### config.mk
export PLATFORM = sky130hd
export DESIGN_NAME = tw_eeprom_target
export DESIGN_NICKNAME = d
export VERILOG_FILES = /design/src/rtl/tw_pkg.sv /design/src/rtl/tw_line_sync.sv /design/src/rtl/tw_bus_events.sv /design/src/rtl/tw_addr_ptr.sv /design/src/rtl/tw_eeprom_target.sv
export SDC_FILE = /design/constraint.sdc
export NUM_CORES = 1
export LEC_CHECK = 0
export BUFFER_PORTS_ARGS = -buffer_cell sky130_fd_sc_hd__buf_4
export CORE_ASPECT_RATIO = 0.8
export CORE_MARGIN = 8
export CORE_UTILIZATION = 55
export CTS_CLUSTER_DIAMETER = 80
export DETAILED_ROUTE_END_ITERATION = 10
export GPL_TIMING_DRIVEN = 0
export PLACE_DENSITY = 0.73
export SYNTH_ARGS = -nofsm -noshare
export SYNTH_HDL_FRONTEND = slang
export SYNTH_SLANG_ARGS = --single-unit
### constraint.sdc
create_clock -name clk -period 2.4 [get_ports clk]
set_input_delay 0.24 -clock clk [delete_from_list [all_inputs] [get_ports clk]]
set_output_delay 0.24 -clock clk [all_outputs]
set_load 0.02 [all_outputs]
### src/rtl/tw_pkg.sv
package tw_pkg;
  typedef enum logic [2:0] {
    ST_IDLE,
    ST_RX,
    ST_RX_ACK,
    ST_TX,
    ST_TX_ACK
  } eng_state_t;

  typedef enum logic [1:0] {
    K_HDR,
    K_AH,
    K_AL,
    K_WD
  } rx_kind_t;

  localparam logic [3:0] DEV_PREFIX = 4'b1010;
  localparam int         STRAP_W    = 3;
endpackage

### src/rtl/tw_line_sync.sv
module tw_line_sync #(
  parameter int W      = 2,
  parameter int STAGES = 2
) (
  input  logic         clk,
  input  logic         rst_n,
  input  logic [W-1:0] d_i,
  output logic [W-1:0] q_o
);
  logic [STAGES-1:0][W-1:0] pipe;

  always_ff @(posedge clk or negedge rst_n) begin
    if (!rst_n) begin
      pipe <= '1;
    end else begin
      pipe[0] <= d_i;
      for (int s = 1; s < STAGES; s++) pipe[s] <= pipe[s-1];
    end
  end

  assign q_o = pipe[STAGES-1];
endmodule

### src/rtl/tw_bus_events.sv
module tw_bus_events (
  input  logic clk,
  input  logic rst_n,
  input  logic scl_s,
  input  logic sda_s,
  output logic scl_rise_o,
  output logic scl_fall_o,
  output logic start_o,
  output logic stop_o
);
  logic scl_q, sda_q;

  always_ff @(posedge clk or negedge rst_n) begin
    if (!rst_n) begin
      scl_q <= 1'b1;
      sda_q <= 1'b1;
    end else begin
      scl_q <= scl_s;
      sda_q <= sda_s;
    end
  end

  assign scl_rise_o = scl_s & ~scl_q;
  assign scl_fall_o = ~scl_s & scl_q;
  // conditions only count while the clock line stays high across the edge
  assign start_o    = scl_s & scl_q & sda_q & ~sda_s;
  assign stop_o     = scl_s & scl_q & ~sda_q & sda_s;
endmodule

### src/rtl/tw_addr_ptr.sv
module tw_addr_ptr #(
  parameter int AW = 16,
  parameter int PW = 7
) (
  input  logic          clk,
  input  logic          rst_n,
  input  logic          load_i,
  input  logic [AW-1:0] load_val_i,
  input  logic          inc_lin_i,
  input  logic          inc_page_i,
  output logic [AW-1:0] ptr_o
);
  always_ff @(posedge clk or negedge rst_n) begin
    if (!rst_n)          ptr_o <= '0;
    else if (load_i)     ptr_o <= load_val_i;
    else if (inc_lin_i)  ptr_o <= ptr_o + 1'b1;
    else if (inc_page_i) ptr_o <= {ptr_o[AW-1:PW], ptr_o[PW-1:0] + 1'b1};
  end

  assert_page_hold_R9: assert property (@(posedge clk) disable iff (!rst_n)
    (inc_page_i && !load_i && !inc_lin_i) |=> ptr_o[AW-1:PW] == $past(ptr_o[AW-1:PW]));

  assert_lin_wrap_R8: assert property (@(posedge clk) disable iff (!rst_n)
    (inc_lin_i && !load_i) |=> ptr_o == AW'($past(ptr_o) + 1'b1));
endmodule

### src/rtl/tw_eeprom_target.sv
module tw_eeprom_target
  import tw_pkg::*;
#(
  parameter int AW          = 16,
  parameter int PW          = 7,
  parameter int SYNC_STAGES = 2
) (
  input  logic               clk,
  input  logic               rst_n,
  input  logic               scl_i,
  input  logic               sda_i,
  input  logic [STRAP_W-1:0] strap_i,
  output logic               sda_drive_low_o,
  output logic               rd_en_o,
  output logic [AW-1:0]      rd_addr_o,
  input  logic [7:0]         rd_data_i,
  output logic               wr_valid_o,
  input  logic               wr_ready_i,
  output logic [AW-1:0]      wr_addr_o,
  output logic [7:0]         wr_data_o,
  output logic               wr_commit_o,
  input  logic               wr_busy_i
);
  localparam int HW = AW - 8;

  logic [1:0] line_s;
  logic       scl_s, sda_s;
  logic       scl_rise, scl_fall, start_c, stop_c;

  tw_line_sync #(.W(2), .STAGES(SYNC_STAGES)) u_sync (
    .clk(clk), .rst_n(rst_n), .d_i({scl_i, sda_i}), .q_o(line_s)
  );
  assign scl_s = line_s[1];
  assign sda_s = line_s[0];

  tw_bus_events u_evt (
    .clk(clk), .rst_n(rst_n), .scl_s(scl_s), .sda_s(sda_s),
    .scl_rise_o(scl_rise), .scl_fall_o(scl_fall),
    .start_o(start_c), .stop_o(stop_c)
  );

  eng_state_t    state;
  rx_kind_t      kind;
  logic [3:0]    bitcnt;
  logic [7:0]    shreg, txbuf;
  logic          ack_pend, hdr_read, more, wrote, rd_pend;
  logic [HW-1:0] addr_hi;
  logic [AW-1:0] ptr;

  logic [7:0] byte_in;
  logic       rx_done, hdr_match, hdr_ok, rd_fetch, wd_take, al_load;

  assign byte_in   = {shreg[6:0], sda_s};
  assign rx_done   = (state == ST_RX) && scl_rise && (bitcnt == 4'd7) && !start_c && !stop_c;
  assign hdr_match = (byte_in[7:4] == DEV_PREFIX) && (byte_in[3:1] == strap_i);
  assign hdr_ok    = rx_done && (kind == K_HDR) && hdr_match && !wr_busy_i;
  assign rd_fetch  = (hdr_ok && byte_in[0]) ||
                     ((state == ST_TX_ACK) && scl_rise && !sda_s && !start_c && !stop_c);
  assign wd_take   = rx_done && (kind == K_WD) && wr_ready_i;
  assign al_load   = rx_done && (kind == K_AL);

  tw_addr_ptr #(.AW(AW), .PW(PW)) u_ptr (
    .clk(clk), .rst_n(rst_n),
    .load_i(al_load), .load_val_i({addr_hi, byte_in}),
    .inc_lin_i(rd_fetch), .inc_page_i(wd_take),
    .ptr_o(ptr)
  );

  // read port: strobe, then data one cycle later, captured into the send buffer
  always_ff @(posedge clk or negedge rst_n) begin
    if (!rst_n) begin
      rd_en_o   <= 1'b0;
      rd_addr_o <= '0;
      rd_pend   <= 1'b0;
      txbuf     <= '0;
    end else begin
      rd_en_o <= rd_fetch;
      rd_pend <= rd_en_o;
      if (rd_fetch) rd_addr_o <= ptr;
      if (rd_pend)  txbuf     <= rd_data_i;
    end
  end

  always_ff @(posedge clk or negedge rst_n) begin
    if (!rst_n) begin
      state           <= ST_IDLE;
      kind            <= K_HDR;
      bitcnt          <= '0;
      shreg           <= '0;
      ack_pend        <= 1'b0;
      hdr_read        <= 1'b0;
      more            <= 1'b0;
      wrote           <= 1'b0;
      addr_hi         <= '0;
      sda_drive_low_o <= 1'b0;
      wr_valid_o      <= 1'b0;
      wr_addr_o       <= '0;
      wr_data_o       <= '0;
      wr_commit_o     <= 1'b0;
    end else begin
      wr_valid_o  <= 1'b0;
      wr_commit_o <= 1'b0;
      if (start_c) begin
        state           <= ST_RX;
        kind            <= K_HDR;
        bitcnt          <= '0;
        ack_pend        <= 1'b0;
        wrote           <= 1'b0;
        sda_drive_low_o <= 1'b0;
      end else if (stop_c) begin
        state           <= ST_IDLE;
        sda_drive_low_o <= 1'b0;
        wr_commit_o     <= wrote;
        wrote           <= 1'b0;
      end else begin
        unique case (state)
          ST_IDLE: ;
          ST_RX: begin
            if (scl_rise) begin
              shreg  <= byte_in;
              bitcnt <= bitcnt + 1'b1;
              if (bitcnt == 4'd7) begin
                unique case (kind)
                  K_HDR: begin
                    ack_pend <= hdr_ok;
                    hdr_read <= byte_in[0];
                  end
                  K_AH: begin
                    addr_hi  <= byte_in[HW-1:0];
                    ack_pend <= 1'b1;
                  end
                  K_AL: ack_pend <= 1'b1;
                  K_WD: begin
                    ack_pend <= wr_ready_i;
                    if (wr_ready_i) begin
                      wr_valid_o <= 1'b1;
                      wr_addr_o  <= ptr;
                      wr_data_o  <= byte_in;
                      wrote      <= 1'b1;
                    end
                  end
                  default: ;
                endcase
              end
            end else if (scl_fall && bitcnt == 4'd8) begin
              if (ack_pend) begin
                sda_drive_low_o <= 1'b1;
                state           <= ST_RX_ACK;
              end else begin
                state <= ST_IDLE;
              end
            end
          end
          ST_RX_ACK: begin
            if (scl_fall) begin
              bitcnt          <= '0;
              sda_drive_low_o <= 1'b0;
              if (kind == K_HDR && hdr_read) begin
                state           <= ST_TX;
                sda_drive_low_o <= ~txbuf[7];
              end else begin
                state <= ST_RX;
                unique case (kind)
                  K_HDR:   kind <= K_AH;
                  K_AH:    kind <= K_AL;
                  default: kind <= K_WD;
                endcase
              end
            end
          end
          ST_TX: begin
            if (scl_rise) begin
              bitcnt <= bitcnt + 1'b1;
            end else if (scl_fall) begin
              if (bitcnt == 4'd8) begin
                sda_drive_low_o <= 1'b0;
                state           <= ST_TX_ACK;
              end else begin
                sda_drive_low_o <= ~txbuf[3'(7 - bitcnt)];
              end
            end
          end
          ST_TX_ACK: begin
            if (scl_rise) begin
              more <= !sda_s;
            end else if (scl_fall) begin
              bitcnt <= '0;
              if (more) begin
                state           <= ST_TX;
                sda_drive_low_o <= ~txbuf[7];
              end else begin
                state <= ST_IDLE;
              end
            end
          end
          default: state <= ST_IDLE;
        endcase
      end
    end
  end

  assert_start_restarts_R1: assert property (@(posedge clk) disable iff (!rst_n)
    start_c |=> (state == ST_RX && kind == K_HDR && bitcnt == 4'd0));

  assert_stop_idles_R1: assert property (@(posedge clk) disable iff (!rst_n)
    (stop_c && !start_c) |=> (state == ST_IDLE && !sda_drive_low_o));

  assert_drive_in_slot_R3: assert property (@(posedge clk) disable iff (!rst_n)
    sda_drive_low_o |-> (state == ST_RX_ACK || state == ST_TX));

  assert_busy_nack_R4: assert property (@(posedge clk) disable iff (!rst_n)
    (rx_done && kind == K_HDR && wr_busy_i) |=> !ack_pend);

  assert_valid_single_R9: assert property (@(posedge clk) disable iff (!rst_n)
    wr_valid_o |=> !wr_valid_o);

  assert_valid_after_ready_R10: assert property (@(posedge clk) disable iff (!rst_n)
    wr_valid_o |-> $past(wr_ready_i));

  assert_commit_single_R11: assert property (@(posedge clk) disable iff (!rst_n)
    wr_commit_o |=> !wr_commit_o);
endmodule

==> flow_summary.toml <==
[clocking]
post-cts-setup-buffers = 0
cts_made_buffers = 9
clkSlewWorstSetupHoldPaths_ns = 0.10
cts_tree = "yes"
clock_path_buffers = 2
clockRootBuffer = "clkbuf_8"
numClockSinks = 103
clkLatencyLatePin_ns = 0.37
htreeDepth = 3

[setup_path]
r2r-end = "rd_addr_o[5]"
crit_buf_inv = 2
crit_cells = 7
cp.arrival_ns = 2.49
crit_slowest_cell = "dfrtp_2"
startpoint_type = "flip-flop"
crit_type = "reg -> reg"
max_stage_delay_ns = 0.47
crit_path_max_fanout = 10
crit_path_end = "rd_addr_o[5]"
rr_worst_depth = 7
crit_path_start = "bitcnt[0]"
cp.required_ns = 2.66
r2r_slack_ns = 0.16
r2r-start = "bitcnt[0]"
end_kind = "flip-flop"
crit_chain = "ha_1 -> nand4bb_1 -> nor4_2 -> a21oi_2 -> buf_2 -> clkbuf_4 -> mux2_2"
path_delay_family = "buffers and inverters"

[route]
vias = 3498
wire_per_inst_um = 16.42
dr.pass1.iters = 4
finalWirelength_um = 10450
routed_via_density = 5.500
drtIter0Drc = 236
detail-route-antenna-nets = 0
drc = 0

[floorplan]
die_h_um = 98.65
coreArea_mm2 = 0.008371
num_rows = 30
die_w_um = 119.3
ios = 61
fp.dieArea_mm2 = 0.01177
start_util_pct = 56.10

[final_layout]
final_util_pct = 66.11
synthToLayoutAreaGrowth_pct = 17.85
drive_above_1_share_pct = 26.15
fin_nets = 545
antenna_cells = 0
design_area_mm2 = 0.005534

[sta]
clock_skew_ns = 0.01963
fin_crit_sh_pct = 93.17
fin_tns_setup_ns = 0
slew_headroom_pct = 39.97
fmax_mhz = 447.2
fin_crit_ns = 2.236
setup_violations = 0
report.final.slew_viol_count = 0
hold_viol_final = 33
holdWs_ns = -0.01759
worstMarginPinSlew_ns = 0.9004

[logic_synthesis]
synth_edf_count = 0
ys.warnings.count = 0
syn_area_per_cell_um2 = 10.53
synth_seq_cells = 103
syn_inst = 446
synth_nets = 472
ys_seq_area_share_pct = 55.05
synthFlopType = "dfrtp_1"
synthArstFlopShare_pct = 100.0
synth.distinct_cells = 48
syn-cell-area_mm2 = 0.004696

[placement]
gp_congestion = 0.8480
post-dp-hpwl_um = 7343
numPortBuffers = 60
place_area_mm2 = 0.005286

[power_and_ir_drop]
ir_worst_vdd_uv = 334.2
p_per_area_mw_per_mm2 = 563.0
leakage_nw = 2.809

[run_status]
violations = "hold timing"
outcome = "complete, but fails checks"

[worst_hold_path]
hold_path.class = "in -> async"

[global_route]
grt_overflow = 0
grt_pass1_vias = 3439
grt_pass1_wl_um = 17220
antenna_found_initial = 0
grtUsageTotal_pct = 17.95
grt_max_degree = 104

[flow_run]
maxCapViolCount = 0
==> metal layers <==
| metal | share of wire (%) | track usage, % | vias up |
|---|---|---|---|
| li1 | - | - | 1671 |
| met1 | 49 | 26.21 | 1711 |
| met2 | 44 | 25.49 | 104 |
| met3 | 5.6 | 4.457 | 12 |
| met4 | 1.3 | 5.651 | 0 |
| met5 | 0 | 0 | - |
==> area by class of cell <==
cell class | instances | area, um2
fill | 656 | 2836
clock inverter | 5 | 81.33
multi-input combinational | 312 | 1984
clock buffer | 11 | 131.4
timing repair buffer | 62 | 474.2
buffer | 20 | 95.09
sequential | 103 | 2586
tap | 112 | 140.1
inverter | 11 | 41.29
==> worst min path at each step <==
stage,start,endpoint
CTS,rd_data_i[6],txbuf[6]
detailed placement,u_sync.pipe[0],u_sync.q_o[0]
finish,rst_n,txbuf[4]
global placement,u_sync.pipe[0],u_sync.q_o[0]
floorplan,rst_n,ack_pend
global route,rst_n,txbuf[4]
==> cell usage after synthesis (3+ instances only) <==
cell	count	area share, %
a21boi_0	3	0.48
a21oi_1	30	3.2
buf_2	8	0.85
clkbuf_1	10	0.80
dfrtp_1	97	52
dfstp_2	6	3.4
ha_1	9	2.4
inv_1	11	0.88
mux2_2	38	9.1
mux2i_1	3	0.64
nand2_1	91	7.3
nand2b_1	4	0.53
nand3_1	11	1.2
nand4_1	7	0.93
nor2_1	33	2.6
nor2b_1	4	0.53
nor3_1	4	0.43
nor3b_1	3	0.48
nor4_1	3	0.40
o21ai_0	20	2.1
o22ai_1	3	0.40
xnor2_1	16	3.0
xor2_1	3	0.56
==> through the flow <==
stage | hold WS (ns) | cells | worst slack [ns] | power (mW)
after floorplan | -0.05559 | 446 | 0.4294 | 1.896
after global placement | 0.3468 | 618 | 0.06721 | 1.977
after detailed placement | 0.3468 | 618 | -0.002138 | 1.982
after CTS | 0.09481 | 636 | 0.06502 | 3.142
after global routing | 0.02777 | 636 | -0.007502 | 3.234
final | -0.01759 | 636 | 0.1638 | 3.116
==> layout by cell type, fill, tap and decap left out, types with 10 or more instances in the layout <==
cell and count:
xnor2_1 16, nor2_1 32, clkbuf_1 12, nand2_1 91, dfrtp_1 96, mux2_2 38, buf_4 59, nand3_1 10
a21oi_1 30, o21ai_0 20, inv_1 11
==> flip-flops by register name, indices dropped and copies added, names as in the netlist, 2 cells and up <==
name and flops:
u_ptr.ptr_o 16, u_sync.q_o 2, u_sync.pipe 2, shreg 7
wr_addr_o 16, rd_addr_o 16, bitcnt 4, kind 2
state 3, wr_data_o 8, addr_hi 8, txbuf 8
==> report_power, final <==
part / switching (mW) / leakage, nW / total [mW] / internal [mW]
sequential: 0.0368 / 1.33 / 1.80 / 1.76
clock: 0.576 / 0.104 / 1.17 / 0.591
combinational: 0.0884 / 1.37 / 0.151 / 0.0625
==> what timing repair did <==
item | 4_1_cts | 5_1_grt
endpoints found under the setup margin | 3 | 35
endpoints found under the hold margin | 2 | 0
hold buffers | 2 | 0
pin swaps | 0 | 1
gates cloned | 0 | 0
resized for setup | 1 | 3
==> cell families after synthesis <==
logic type	share of synthesized area, %
and+or+nand+nor	17.43
AOI/OAI and AO/OA	8.021
muxes	10.71
xor gates and xnor gates	3.544
DFF	55.05
buffers and inverters	2.851
adders and majority gates	2.398
No activity file was read; power rests on OpenSTA's default activity.
